--- config.mk ---
export PLATFORM = sky130hd
export DESIGN_NAME = pkt_capture_filter
export DESIGN_NICKNAME = d
export VERILOG_FILES = /design/src/rtl/capfilt_pkg.sv /design/src/rtl/capfilt_ctrl.sv /design/src/rtl/capfilt_datapath.sv /design/src/rtl/pkt_capture_filter.sv
export SDC_FILE = /design/constraint.sdc
export NUM_CORES = 1
export LEC_CHECK = 0
export BUFFER_PORTS_ARGS = -buffer_cell sky130_fd_sc_hd__buf_4
export CAP_MARGIN = 30
export CORE_MARGIN = 2
export CORE_UTILIZATION = 30
export CTS_BUF_LIST = sky130_fd_sc_hd__clkbuf_4
export CTS_CLUSTER_DIAMETER = 60
export DETAILED_ROUTE_END_ITERATION = 8
export GPL_ROUTABILITY_DRIVEN = 0
export GPL_TIMING_DRIVEN = 0
export PLACE_DENSITY = 0.54
export SLEW_MARGIN = 10
export SYNTH_ARGS = -nofsm -noshare
export SYNTH_HDL_FRONTEND = slang
export SYNTH_SLANG_ARGS = --single-unit
--- constraint.sdc ---
create_clock -name clk -period 2.47 [get_ports clk]
set_clock_uncertainty 0.2 [all_clocks]
set_input_delay 0.1235 -clock clk [delete_from_list [all_inputs] [get_ports clk]]
set_output_delay 0.1235 -clock clk [all_outputs]
set_load 0.01 [all_outputs]
--- src/rtl/capfilt_pkg.sv ---
package capfilt_pkg;
  localparam int CLASS_N   = 4;
  localparam int CLASS_W   = $clog2(CLASS_N);
  localparam int LIMIT_W   = 4;
  localparam int STEP_LOG2 = 5;
  localparam int CNT_W     = LIMIT_W + STEP_LOG2;

  localparam logic [7:0] CMD_CLASS_BASE = 8'h31;
  localparam logic [7:0] CMD_GLOBAL     = 8'h20;
  localparam logic [7:0] CMD_REARM      = 8'h36;
  localparam logic [7:0] CMD_LIM_UP     = 8'h37;
  localparam logic [7:0] CMD_LIM_DOWN   = 8'h38;

  typedef struct packed {
    logic [CLASS_N-1:0] toggleClass;
    logic               toggleGlobal;
    logic               rearm;
    logic               limitUp;
    logic               limitDown;
    logic               cmdSeen;
  } ctrlStrobes_t;
endpackage

--- src/rtl/capfilt_ctrl.sv ---
module capfilt_ctrl
  import capfilt_pkg::*;
(
  input  logic         cmdValid,
  input  logic [7:0]   cmdByte,
  output ctrlStrobes_t strobes
);
  logic [CLASS_N-1:0] classHit;

  for (genvar i = 0; i < CLASS_N; i++) begin : g_class
    assign classHit[i] = cmdValid && (cmdByte == 8'(CMD_CLASS_BASE + i));
  end

  always_comb begin
    strobes              = '0;
    strobes.cmdSeen      = cmdValid;
    strobes.toggleClass  = classHit;
    strobes.toggleGlobal = cmdValid && (cmdByte == CMD_GLOBAL);
    strobes.rearm        = cmdValid && (cmdByte == CMD_REARM);
    strobes.limitUp      = cmdValid && (cmdByte == CMD_LIM_UP);
    strobes.limitDown    = cmdValid && (cmdByte == CMD_LIM_DOWN);
  end
endmodule

--- src/rtl/capfilt_datapath.sv ---
module capfilt_datapath
  import capfilt_pkg::*;
(
  input  logic               clk,
  input  logic               rst_n,
  input  ctrlStrobes_t       strobes,
  input  logic [7:0]         cmdByte,
  input  logic               pktValid,
  input  logic [CLASS_W-1:0] pktClass,
  output logic               fwdValid,
  output logic [CLASS_W-1:0] fwdClass,
  output logic [CLASS_N-1:0] filtEn,
  output logic               globalOn,
  output logic [LIMIT_W-1:0] limit,
  output logic [7:0]         lastCmd,
  output logic               captureStopped
);
  logic [CNT_W-1:0] lineCount;
  logic [CNT_W-1:0] threshold;
  logic             passNow;

  assign threshold      = {limit, {STEP_LOG2{1'b0}}};
  assign captureStopped = (limit != '0) && (lineCount >= threshold);
  assign passNow        = pktValid && !captureStopped &&
                          (!globalOn || !filtEn[pktClass]);

  always_ff @(posedge clk) begin
    if (!rst_n) begin
      filtEn   <= '0;
      globalOn <= 1'b1;
      limit    <= '0;
      lastCmd  <= '0;
    end else begin
      filtEn <= filtEn ^ strobes.toggleClass;
      if (strobes.toggleGlobal) globalOn <= !globalOn;
      if (strobes.limitUp)      limit <= limit + 1'b1;
      else if (strobes.limitDown) limit <= limit - 1'b1;
      if (strobes.cmdSeen)      lastCmd <= cmdByte;
    end
  end

  always_ff @(posedge clk) begin
    if (!rst_n) begin
      lineCount <= '0;
      fwdValid  <= 1'b0;
      fwdClass  <= '0;
    end else begin
      fwdValid <= passNow;
      if (passNow) fwdClass <= pktClass;
      if (strobes.rearm)  lineCount <= '0;
      else if (passNow)   lineCount <= lineCount + 1'b1;
    end
  end
endmodule

--- src/rtl/pkt_capture_filter.sv ---
module pkt_capture_filter
  import capfilt_pkg::*;
(
  input  logic         clk,
  input  logic         rst_n,
  input  logic         cmdValid,
  input  logic [7:0]   cmdByte,
  input  logic         pktValid,
  input  logic [1:0]   pktClass,
  output logic         fwdValid,
  output logic [1:0]   fwdClass,
  output logic [3:0]   filtEn,
  output logic         globalOn,
  output logic [3:0]   limit,
  output logic [7:0]   lastCmd,
  output logic         captureStopped
);
  ctrlStrobes_t strobes;

  capfilt_ctrl ctrl_i (
    .cmdValid (cmdValid),
    .cmdByte  (cmdByte),
    .strobes  (strobes)
  );

  capfilt_datapath dp_i (
    .clk            (clk),
    .rst_n          (rst_n),
    .strobes        (strobes),
    .cmdByte        (cmdByte),
    .pktValid       (pktValid),
    .pktClass       (pktClass),
    .fwdValid       (fwdValid),
    .fwdClass       (fwdClass),
    .filtEn         (filtEn),
    .globalOn       (globalOn),
    .limit          (limit),
    .lastCmd        (lastCmd),
    .captureStopped (captureStopped)
  );
endmodule

Word-level counts from Yosys, hierarchy flattened --
Cells that the tools add are included.
Operators by class: add/subtract/negate cells 3, $lt $le $gt $ge 2, equal/unequal tests 8, muxes and demuxes 4, bitwise operators 2, reduce and logical (&&, ||, !) cells 18
Operators with widths (number):
- $eq A8 B6 Y1 const B | 8
- $logic_and A1 B1 Y1 | 11
- $add A9 B1 Y9 const B | 1
- $ge A9 B9 Y1 | 1
- $mux W4 | 2
- $add A4 B1 Y4 const B | 1
- $reduce_bool A4 Y1 | 1
- $sub A4 B1 Y4 const B | 1
- $xor A4 B4 Y4 | 1
- $logic_not A1 Y1 | 3
- $lt A2 B3 Y1 const B | 1
- $bmux W1 S2 | 1
- $reduce_bool A2 Y1 | 1
- $reduce_or A2 Y1 | 1
- $logic_or A1 B1 Y1 | 1
- $mux W1 | 1
- $not A1 Y1 | 1
Word-level totals: flip-flop bits (word level) 29, bits of input ports 14, output and inout bits 21

Logic depth before layout (Yosys ltp) --
Gate-level depths: netlist (run 1).
depth in word-level cells 5, depth in mapped cells 9, depth with buffers taken out 8

Modules after synthesis --
Synthesis (run 1) repeated with hierarchy kept, for this count alone.
Unflattened totals: cells, all modules 169, area total of the unflattened synthesis 1531.5 um2
By module, submodules not included:
- capfilt_datapath | times used 1, cells an instance 152, area each 1410.1 um2, sequential area each 580.6 um2
- capfilt_ctrl | times used 1, cells an instance 17, area each 121.4 um2, sequential area each 0.0 um2

Worst setup path after synthesis (run 1) --
Ideal clock, no wire load.
path kind reg2reg, start register dp_i.limit[1], end register dp_i.lineCount[7], library setup time 0.070 ns, data arrival time 1.977 ns, setup slack 0.223 ns, stages on the path, launching flop included 9, buffers on the path 0, period minus slack after synthesis 2.247 ns, cells stage by stage dfxtp_1 > inv_1 > ha_1 > nor2b_1 > o211ai_1 > a31o_2 > inv_2 > or4_1 > a21oi_1
Between the ends: word-level cells in the longest chain between the ends 5, elaborated cells on any way between the ends 6
Ends and longest elaborated chain:
- start: declaration | RTL line capfilt_datapath.sv:14 | output logic [LIMIT_W-1:0] limit,
- start signal: assignment | RTL line capfilt_datapath.sv:36 | if (strobes.limitUp) limit <= limit + 1'b1;
- start signal: assignment | RTL line capfilt_datapath.sv:37 | else if (strobes.limitDown) limit <= limit - 1'b1;
- $ge A9 B9 Y1 or $reduce_bool A4 Y1 (tied branches) | RTL line capfilt_datapath.sv:23 | assign captureStopped = (limit != '0) && (lineCount >= threshold);
- $logic_and A1 B1 Y1 (*) | RTL line capfilt_datapath.sv:23
- $logic_not A1 Y1 (*) | RTL line capfilt_datapath.sv:24 | assign passNow = pktValid && !captureStopped &&
- $logic_and A1 B1 Y1 (*) (2 in a row) | RTL line capfilt_datapath.sv:24
- end signal: assignment | RTL line capfilt_datapath.sv:51 | else if (passNow) lineCount <= lineCount + 1'b1;
- end: declaration | RTL line capfilt_datapath.sv:18 | logic [CNT_W-1:0] lineCount;
Every way passes the cells marked *; elsewhere a longest branch is shown, timed or not. A chain may end at the register's enable or synchronous reset.

Worst setup path in the final report (run 1) --
start register dp_i.limit[3], end output port captureStopped
Between the ends: word-level cells in the longest chain between the ends 2, elaborated cells on any way between the ends 3
Ends and longest elaborated chain:
- $ge A9 B9 Y1 or $reduce_bool A4 Y1 (tied branches) | RTL line capfilt_datapath.sv:23
- $logic_and A1 B1 Y1 (*) | RTL line capfilt_datapath.sv:23
- end: declaration | RTL line pkt_capture_filter.sv:16 | output logic captureStopped
Marks and branches as above.

==> results of run 1 <==
[metrics by stage]
step	util (%)	power (mW)	std cells	hold WS [ns]
floorplan	-	0.5591	170	-0.01456
global placement	38.39	0.6084	269	0.1120
detailed placement	38.39	0.6079	269	0.1084
CTS	42.08	0.9049	288	0.007877
global route	42.47	0.9402	289	0.04811
finish	42.47	0.8943	289	0.01061
[cells by family (layout without fill, tap and decap cells)]
| group | count (synthesis) | in the layout | synth area share, % |
|---|---|---|---|
| AND/OR/NAND/NOR | 66 | 66 | 23.63 |
| buffers and inverters | 17 | 69 | 5.988 |
| adder cells (fa/ha/maj) | 9 | 9 | 7.876 |
| XOR/XNOR | 8 | 8 | 4.594 |
| flip-flops | 29 | 29 | 38.06 |
| AO/OA/AOI/OAI | 29 | 29 | 11.16 |
| multiplexers | 12 | 12 | 8.696 |
[critical path: stages, from the launching register on]
cell	delay, ns
dfxtp_4	0.37
inv_1	0.04
ha_1	0.30
and4b_1	0.21
nand4_1	0.12
a31o_4	0.25
inv_4	0.09
clkbuf_8	0.16
buf_4	0.12
[registers in the layout, summed over array words and instances (netlist names)]
signal / cells
dp_i.globalOn: 1
dp_i.fwdClass: 2
dp_i.filtEn: 4
dp_i.fwdValid: 1
dp_i.lastCmd: 8
dp_i.lineCount: 9
dp_i.limit: 4
[path summary, 6_finish.rpt]
kind / from / endpoint / slack [ns] / depth (start not counted)
setup / recovery: dp_i.limit[3] / captureStopped / 0.13 / 8
hold / removal: cmdByte[1] / dp_i.filtEn[1] / 0.01 / 4
setup reg to reg: dp_i.limit[1] / dp_i.lineCount[5] / 0.25 / 8
hold reg to reg: dp_i.fwdClass[0] / dp_i.fwdClass[0] / 0.29 / 2
[routing by layer]
metal	GRT usage [%]	vias to the layer above
li1	-	716
met1	19.84	624
met2	21.16	27
met3	3.704	6
met4	5.848	0
met5	0	-
[Yosys cell counts (all sizes together) (2+ instances only)]
| library cell | instances | area (um2) |
|---|---|---|
| a21oi | 13 | 65.06 |
| and3 | 2 | 12.51 |
| buf | 4 | 26.27 |
| clkbuf | 3 | 21.27 |
| dfxtp | 29 | 580.6 |
| ha | 8 | 100.1 |
| inv | 9 | 33.78 |
| mux2i | 11 | 110.1 |
| nand2 | 8 | 30.03 |
| nand3 | 5 | 25.02 |
| nand4 | 6 | 37.54 |
| nor2 | 18 | 67.56 |
| nor3 | 4 | 20.02 |
| nor3b | 2 | 15.01 |
| nor4 | 3 | 18.77 |
| o211ai | 2 | 15.01 |
| o21ai | 8 | 40.04 |
| o31ai | 3 | 22.52 |
| or3 | 6 | 37.54 |
| or4 | 3 | 22.52 |
| xnor2 | 2 | 17.52 |
| xor2 | 6 | 52.55 |
[report_power, final]
| part | total [mW] | switching [mW] | internal [mW] |
|---|---|---|---|
| sequential | 0.488 | 0.00942 | 0.479 |
| combinational | 0.121 | 0.0566 | 0.0640 |
| clock | 0.285 | 0.171 | 0.114 |
| total | 0.894 | 0.237 | 0.657 |
[final cells by class]
cell class | count | area (um2)
Clock inverter | 1 | 3.754
Fill cell | 516 | 2771
Sequential cell | 29 | 589.3
Multi-Input combinational cell | 124 | 862.1
Tap cell | 67 | 83.83
Clock buffer | 6 | 45.04
Buffer | 8 | 57.56
Inverter | 9 | 36.28
Timing Repair Buffer | 45 | 367.9
[timing repair]
item	4_1_cts	5_1_grt
pin swaps	0	1
endpoints found under the setup margin	1	1
endpoints found under the hold margin	12	0
setup buffers	0	1
hold buffers	12	0
resized for setup	5	2
==> results.py, run 1 <==
metrics = {
    "run_status": {
        "status": "finished, final reports clean",
    },
    "setup_path": {
        "cp_max_fo": 10,
        "cp-start-kind": "flip-flop",
        "worst_setup_path_end_kind": "output port",
        "crit_type": "flip-flop to output port",
        "worstPathRequired_ns": 2.15,
        "cp.arrival_ns": 2.01,
    },
    "placed_design": {
        "placed_area_um2": 1849,
        "hpwlAfterDp_um": 2567,
        "port_buffers": 32,
        "dp_slack_ns": 0.03179,
    },
    "clock_tree": {
        "numCtsBuffers": 5,
        "tritoncts": "yes",
        "path_clk_slew_ns": 0.10,
        "cts_sinks": 29,
        "cts_root_buf": "clkbuf_4",
        "htree_num_levels": 2,
        "clockBufferDepth": 2,
        "clk_latency_ns": 0.33,
    },
    "timing": {
        "min_period_ns": 2.336,
        "timing.fmax_mhz": 428.1,
        "fin_ws_ns": 0.1341,
        "tightest_slew_ns": 0.5129,
        "rsz0062_at_grt": "no",
        "hold_viol": 0,
        "report.final.setup_viol": 0,
        "fin_setup_tns_ns": 0,
        "min_period_over_period_pct": 94.57,
        "slew_viol_final": 0,
        "slew_headroom_pct": 65.81,
    },
    "cells_and_area": {
        "antenna_cells": 0,
        "final_common_cell": "buf_4",
        "postLayoutCellArea_um2": 2046,
        "final_cell_mix": "buf_4 (33), dfxtp_1 (26), nor2_1 (18)",
        "final_net_count": 245,
        "drive_gt1_share_pct": 23.87,
        "area.growth.synth_to_final_pct": 34.13,
    },
    "flow_run": {
        "maxCapViolations": 0,
    },
    "grt": {
        "grt_pass1_wl_um": 6106,
        "grt_use_total_pct": 14.29,
        "antenna_found_initial": 0,
        "grt_max_degree": 11,
        "grt_overflow": 0,
        "grt_pass1_vias": 1335,
    },
    "synth": {
        "ys_ff_latch": 29,
        "synth_enable_flop_cells": 0,
        "synth_cells": 170,
        "avgSynthCellArea_um2": 8.972,
        "yosysSeqAreaShare_pct": 38.06,
        "synthFlopType": "dfxtp_1",
        "async_flop_share_pct": 0,
        "yosysWarnings": 0,
        "synth.distinct_cells": 40,
        "netlist_area_um2": 1525,
        "syn-num-nets": 193,
    },
    "routing": {
        "antenna_left": 0,
        "num_vias": 1373,
        "drt_wl_total_um": 3489,
        "drt-met1-wl_um": 1789,
        "dr.max_layer_used": "met4",
        "wl_met3_um": 142,
        "drt_iter0_drc": 48,
        "via_per_inst": 4.751,
        "route.detailed.drc": 0,
        "firstDrtPassIters": 4,
        "wire_per_inst_um": 12.07,
        "wl_met2_um": 1490,
    },
    "die": {
        "coreArea_um2": 4817,
        "die_y_um": 75.30,
        "io_pins": 35,
        "dieArea_um2": 5670,
        "fp-row-count": 25,
        "initial_utilization_pct": 31.66,
        "die_w_um": 75.30,
    },
    "min_path": {
        "min_path_type": "input pin to flip-flop",
    },
    "pwr": {
        "vdd_drop_max_mv": 0.2113,
        "power.leakage_nw": 0.8406,
        "p_per_area_nw_per_um2": 437.2,
    },
}
(Power assumes the default switching activity.)
==> run 2, diff against run 1 <==
--- a/config.mk
+++ b/config.mk
@@ -5,16 +5,16 @@
 export SDC_FILE = /design/constraint.sdc
 export NUM_CORES = 1
 export LEC_CHECK = 0
-export BUFFER_PORTS_ARGS = -buffer_cell sky130_fd_sc_hd__buf_4
 export CAP_MARGIN = 30
 export CORE_MARGIN = 2
-export CORE_UTILIZATION = 30
+export CORE_UTILIZATION = 55
 export CTS_BUF_LIST = sky130_fd_sc_hd__clkbuf_4
 export CTS_CLUSTER_DIAMETER = 60
 export DETAILED_ROUTE_END_ITERATION = 8
+export DONT_BUFFER_PORTS = 1
 export GPL_ROUTABILITY_DRIVEN = 0
 export GPL_TIMING_DRIVEN = 0
-export PLACE_DENSITY = 0.54
+export PLACE_DENSITY = 0.78
 export SLEW_MARGIN = 10
 export SYNTH_ARGS = -nofsm -noshare
 export SYNTH_HDL_FRONTEND = slang
==> constraint.sdc (replaced) <==
create_clock -name clk -period 1.9 [get_ports clk]
set_clock_uncertainty 0.2 [all_clocks]
set_input_delay 0.095 -clock clk [delete_from_list [all_inputs] [get_ports clk]]
set_output_delay 0.095 -clock clk [all_outputs]
set_load 0.01 [all_outputs]
==> run 2 against run 1 <==
Compared with the run above:
- the run now ends with setup timing left
- worst hold slack better by 0.056 ns
- largest cell class unchanged
- critical endpoint is now dp_i.lineCount[7]
- register-to-register slack worse by 0.53 ns
- sequential share of layout area is 0.31 points higher
- via count is 14% higher
- combinational power is 28% higher
==> results.py, run 2 (synthesis results as in run 1) <==
metrics = {
    "clock_tree": {
        "tritoncts": "yes",
        "htree_num_levels": 2,
        "cts_root_buf": "clkbuf_4",
        "cts_sinks": 29,
        "clk_latency_ns": 0.33,
        "path_clk_slew_ns": 0.10,
        "clockBufferDepth": 2,
        "numCtsBuffers": 5,
    },
    "cells_and_area": {
        "final_cell_mix": "dfxtp_1 (20), dlygate4sd3_1 (20), nor2_1 (18)",
        "drive_gt1_share_pct": 28.29,
        "area.growth.synth_to_final_pct": 35.52,
        "registers.top_by_ff_count": "dp_i.lineCount",
        "final_util_pct": 76.94,
        "largest_reg_flops": 9,
        "final_net_count": 227,
        "postLayoutCellArea_um2": 2067,
        "top_regs": "dp_i.lineCount (9), dp_i.lastCmd (8)",
        "antenna_cells": 0,
    },
    "run_status": {
        "status": "finished with violations",
        "violations": "setup timing",
    },
    "routing": {
        "drt_iter0_drc": 116,
        "drt_wl_total_um": 5137,
        "via_per_inst": 6.648,
        "antenna_left": 0,
        "num_vias": 1569,
        "route.detailed.drc": 0,
        "wire_per_inst_um": 21.77,
        "firstDrtPassIters": 7,
    },
    "setup_path": {
        "cp_max_fo": 10,
        "worstPathRequired_ns": 1.97,
        "startpoint": "dp_i.filtEn[3]",
        "cp-start-kind": "flip-flop",
        "cp.arrival_ns": 2.24,
        "crit_type": "flip-flop to flip-flop",
        "rr_startpoint": "dp_i.filtEn[3]",
        "worst_setup_path_end_kind": "flip-flop",
    },
    "die": {
        "io_pins": 35,
        "die_w_um": 56.66,
        "dieArea_um2": 3210,
        "initial_utilization_pct": 56.78,
        "coreArea_um2": 2686,
        "die_y_um": 56.66,
        "fp-row-count": 19,
    },
    "pwr": {
        "vdd_drop_max_mv": 0.6483,
        "p_per_area_nw_per_um2": 571.1,
        "p_comb_share_pct": 13.1,
        "power.leakage_nw": 0.7791,
        "seqPwrFrac_pct": 54.6,
        "p_int_uw": 852.9,
        "p_clk_share_pct": 32.3,
        "swShare_pct": 27.74,
        "switchingPower_uw": 327.4,
    },
    "grt": {
        "grt_use_total_pct": 30.44,
        "grt_pass1_vias": 1567,
        "grt_max_degree": 11,
        "grt_overflow": 0,
        "antenna_found_initial": 0,
        "grt_pass1_wl_um": 7431,
    },
    "timing": {
        "tightest_slew_ns": 0.5846,
        "report.final.setup_viol": 13,
        "slew_headroom_pct": 61.03,
        "min_period_over_period_pct": 114.6,
        "hold_viol": 0,
        "rsz0062_at_grt": "yes",
        "min_period_ns": 2.177,
        "slew_viol_final": 0,
        "fin_ws_ns": -0.2773,
        "timing.fmax_mhz": 459.3,
    },
    "placed_design": {
        "dp_slack_ns": -0.2599,
        "placed_area_um2": 1643,
        "hpwlAfterDp_um": 2414,
        "port_buffers": 0,
    },
    "min_path": {
        "min-delay-start": "cmdByte[0]",
        "min_path_type": "input pin to flip-flop",
    },
    "flow_run": {
        "maxCapViolations": 0,
    },
}
==> run 2: cell count changes in the layout (fill, tap and decap cells not counted), moves of 4 or more <==
cell	delta
dfxtp_2	+4
dfxtp_1	-6
ha_4	+4
ha_1	-4
o21ai_0	-7
dlygate4sd3_1	+8
buf_4	-28
==> run 2: metal layers <==
| layer | global-route usage, % | up-vias | routed length, um |
|---|---|---|---|
| met5 | 0 | - | 0 |
| met3 | 10.14 | 23 | 514 |
| met1 | 35.23 | 736 | 1965 |
| met4 | 12.93 | 0 | 189 |
| li1 | - | 684 | - |
| met2 | 51.00 | 126 | 2467 |
==> run 2: metrics by stage <==
step	setup TNS (ns)	cells	total power, mW	hold slack [ns]
2_1_floorplan	-0.3487	170	0.7290	-0.04306
3_3_place_gp	-1.871	201	0.7444	-0.03433
3_5_place_dp	-2.403	201	0.7488	-0.03865
4_1_cts	-1.818	234	1.166	0.009359
5_1_grt	-3.722	236	1.213	0.06787
6_report	-2.645	236	1.180	0.06664
==> run 2: power by group through the flow <==
| stage | combinational [mW] | sequential, mW | clock (mW) |
|---|---|---|---|
| after floorplan | 0.0751 | 0.654 | 0 |
| after global placement | 0.0871 | 0.657 | 0 |
| after detailed placement | 0.0911 | 0.658 | 0 |
| after CTS | 0.136 | 0.642 | 0.388 |
| after global routing | 0.162 | 0.646 | 0.405 |
| final | 0.155 | 0.644 | 0.381 |
==> run 2: what timing repair did <==
item                                   CTS  global route
cloned                                   2             0
hold buffers                            20             0
resized for setup                       22            11
pin swaps                                9             5
setup buffers                            3             3
endpoints found under the hold margin   25             0
setup endpoints to repair               13            14
==> run 2: worst paths after layout <==
| kind | slack [ns] | endpoint | cells after the start |
|---|---|---|---|
| setup / recovery | -0.28 | dp_i.lineCount[7] | 6 |
| hold / removal | 0.07 | dp_i.filtEn[0] | 5 |
| setup reg to reg | -0.28 | dp_i.lineCount[7] | 6 |
| hold reg to reg | 0.32 | dp_i.lineCount[2] | 2 |
==> run 2: worst max-delay path: stages (launching register included) <==
cell and delay, ns:
dfxtp_4 0.38, mux4_2 0.53, nand2_2 0.11, nand2_2 0.09, buf_6 0.16, or4_4 0.51
a21oi_2 0.13
==> run 2: area by class of cell <==
class	instances	area [um2]
Buffer	8	71.32
Clock buffer	6	45.04
Clock inverter	2	10.01
Fill cell	165	619.3
Inverter	9	41.29
Multi-Input combinational cell	124	1002
Sequential cell	29	601.8
Tap cell	31	38.79
Timing Repair Buffer	26	252.7
Timing Repair inverter	1	3.754
==> run 3, diff against run 2 <==
--- a/config.mk
+++ b/config.mk
@@ -6,15 +6,17 @@
 export NUM_CORES = 1
 export LEC_CHECK = 0
 export CAP_MARGIN = 30
-export CORE_MARGIN = 2
-export CORE_UTILIZATION = 55
+export CELL_PAD_IN_SITES_DETAIL_PLACEMENT = 1
+export CELL_PAD_IN_SITES_GLOBAL_PLACEMENT = 2
+export CORE_UTILIZATION = 35
 export CTS_BUF_LIST = sky130_fd_sc_hd__clkbuf_4
 export CTS_CLUSTER_DIAMETER = 60
 export DETAILED_ROUTE_END_ITERATION = 8
 export DONT_BUFFER_PORTS = 1
 export GPL_ROUTABILITY_DRIVEN = 0
 export GPL_TIMING_DRIVEN = 0
-export PLACE_DENSITY = 0.78
+export HOLD_SLACK_MARGIN = 0.12
+export PLACE_DENSITY = 0.82
 export SLEW_MARGIN = 10
 export SYNTH_ARGS = -nofsm -noshare
 export SYNTH_HDL_FRONTEND = slang
==> run 3 against run 2 <==
Compared with the run above:
- the flow still finishes with violations (setup timing)
- count of clock-buffer cells in the layout stayed put
- global-route usage shrank 8.3 points
- cell count is 7.2% higher
- first-iteration DRC count down 66%
- register-to-register slack better by 0.05 ns
- highest routed layer unchanged
==> results.py, run 3 (synthesis results as in run 1) <==
metrics = {
    "setup_path": {
        "cp_max_fo": 6,
        "startpoint": "dp_i.filtEn[3]",
        "cp-start-kind": "flip-flop",
        "rr_startpoint": "dp_i.filtEn[3]",
        "worstPathRequired_ns": 1.96,
        "crit_type": "flip-flop to flip-flop",
        "cp.arrival_ns": 2.19,
        "worst_setup_path_end_kind": "flip-flop",
    },
    "run_status": {
        "violations": "setup timing",
        "status": "finished with violations",
    },
    "grt": {
        "antenna_found_initial": 0,
        "grt_use_total_pct": 22.14,
        "grt_pass1_wl_um": 7334,
        "grt_overflow": 0,
        "grt_pass1_vias": 1488,
        "grt_max_degree": 11,
    },
    "placed_design": {
        "dp_slack_ns": -0.2718,
        "placed_cells": 220,
        "port_buffers": 0,
        "hpwlAfterDp_um": 2843,
    },
    "timing": {
        "slew_viol_final": 0,
        "hold_viol": 0,
        "timing.fmax_mhz": 470.6,
        "min_period_over_period_pct": 111.8,
        "tightest_slew_ns": 0.5605,
        "rsz0062_at_grt": "yes",
        "report.final.setup_viol": 12,
        "fin_ws_ns": -0.2248,
        "slew_headroom_pct": 62.47,
        "min_period_ns": 2.125,
    },
    "pwr": {
        "seqPwrFrac_pct": 55.1,
        "p_clk_share_pct": 32.2,
        "switchingPower_uw": 314.6,
        "p_per_area_nw_per_um2": 565.6,
        "p_comb_share_pct": 12.7,
        "power.leakage_nw": 0.7650,
        "finalPower_mw": 1.167,
        "p_int_uw": 852.4,
        "vdd_drop_max_mv": 0.4813,
        "swShare_pct": 26.96,
    },
    "routing": {
        "route.detailed.drc": 0,
        "drt_wl_total_um": 4621,
        "wire_per_inst_um": 18.26,
        "firstDrtPassIters": 4,
        "drt_iter0_drc": 39,
        "num_vias": 1418,
        "via_per_inst": 5.605,
        "antenna_left": 0,
    },
    "min_path": {
        "min-delay-start": "cmdByte[0]",
        "min_path_type": "input pin to flip-flop",
    },
    "clock_tree": {
        "path_clk_slew_ns": 0.10,
        "htree_num_levels": 2,
        "clockBufferDepth": 2,
        "cts_sinks": 29,
        "numCtsBuffers": 5,
        "clk_latency_ns": 0.33,
        "cts_root_buf": "clkbuf_4",
        "tritoncts": "yes",
    },
    "die": {
        "coreArea_um2": 4086,
        "io_pins": 35,
        "fp-row-count": 23,
        "dieArea_um2": 4626,
        "initial_utilization_pct": 37.32,
        "die_y_um": 68.02,
        "die_w_um": 68.02,
    },
    "cells_and_area": {
        "seq_area_um2": 601.8,
        "drive_gt1_share_pct": 27.09,
        "antenna_cells": 0,
        "layout.cells.non_filler": 253,
        "area.growth.synth_to_final_pct": 35.27,
        "multi_input_area_um2": 999.7,
        "n_fill_cell": 480,
        "final_util_pct": 50.49,
        "registers.top_by_ff_count": "dp_i.lineCount",
        "largest_reg_flops": 9,
        "final_cell_mix": "dfxtp_1 (20), dlygate4sd3_1 (20), nor2_1 (18)",
        "final_net_count": 225,
        "top_regs": "dp_i.lineCount (9), dp_i.lastCmd (8)",
    },
    "flow_run": {
        "maxCapViolations": 0,
    },
}
==> run 3: changes by cell type in the layout (fill, tap and decap cells not counted), moves of 2 or more <==
cell	delta
or3_1	-2
or3_4	+2
or4_4	-2
or4_1	+2
==> run 3: path summary, 6_finish.rpt <==
check | to | slack, ns | depth (start not counted)
worst max-delay path | dp_i.lineCount[7] | -0.22 | 6
worst max register to register | dp_i.lineCount[7] | -0.22 | 6
worst min-delay path | dp_i.lineCount[6] | 0.13 | 5
worst min register to register | dp_i.lineCount[5] | 0.31 | 2
==> run 3: timing repair <==
action	in CTS	in global routing
gates resized for setup	16	12
gates cloned	2	0
hold buffers	19	1
hold endpoints to repair	27	12
pin swaps	6	5
setup endpoints to repair	13	15
setup buffers	3	1
==> run 3: worst max-delay path, cell delays in order (launching register included) <==
cell and delay (ns):
dfxtp_4 0.37, mux4_2 0.52, nand2_2 0.09, nand2_2 0.08, buf_6 0.14, or4_1 0.51, a21oi_1 0.15
==> run 3: power by group through the flow <==
stage | Clock [mW] | Sequential [mW] | Combinational [mW]
after global routing | 0.415 | 0.646 | 0.160
after floorplan | 0 | 0.654 | 0.0751
after detailed placement | 0 | 0.659 | 0.0950
final | 0.376 | 0.643 | 0.148
after CTS | 0.382 | 0.644 | 0.135
after global placement | 0 | 0.658 | 0.0905
==> run 3: final cells by class <==
cell class                      instances  area share, %
Clock buffer                            6          2.183
Sequential cell                        29          29.17
Multi-Input combinational cell        124          48.45
Tap cell                               50          3.032
Timing Repair inverter                  1         0.1819
Inverter                                9          1.880
Timing Repair Buffer                   24          11.16
Clock inverter                          2         0.4851
Buffer                                  8          3.457
==> run 3: layer usage <==
| layer | part of all wire (%) | up-vias | global-route usage (%) |
|---|---|---|---|
| met2 | 50 | 36 | 37.87 |
| met1 | 43 | 702 | 25.33 |
| met4 | 1.6 | 0 | 8.333 |
| met5 | 0 | - | 0 |
| met3 | 5.2 | 6 | 7.333 |
| li1 | - | 674 | - |
==> run 3: per-stage QoR <==
step                      hold WS (ns)  TNS [ns]  area, um2
after floorplan               -0.04306   -0.3487       1604
after global placement        -0.03972    -2.387       1667
after detailed placement      -0.03177    -3.123       1667
after CTS                      -0.1580    -2.135       2012
after global routing            0.1433    -2.500       2063
final                           0.1338    -1.626       2063
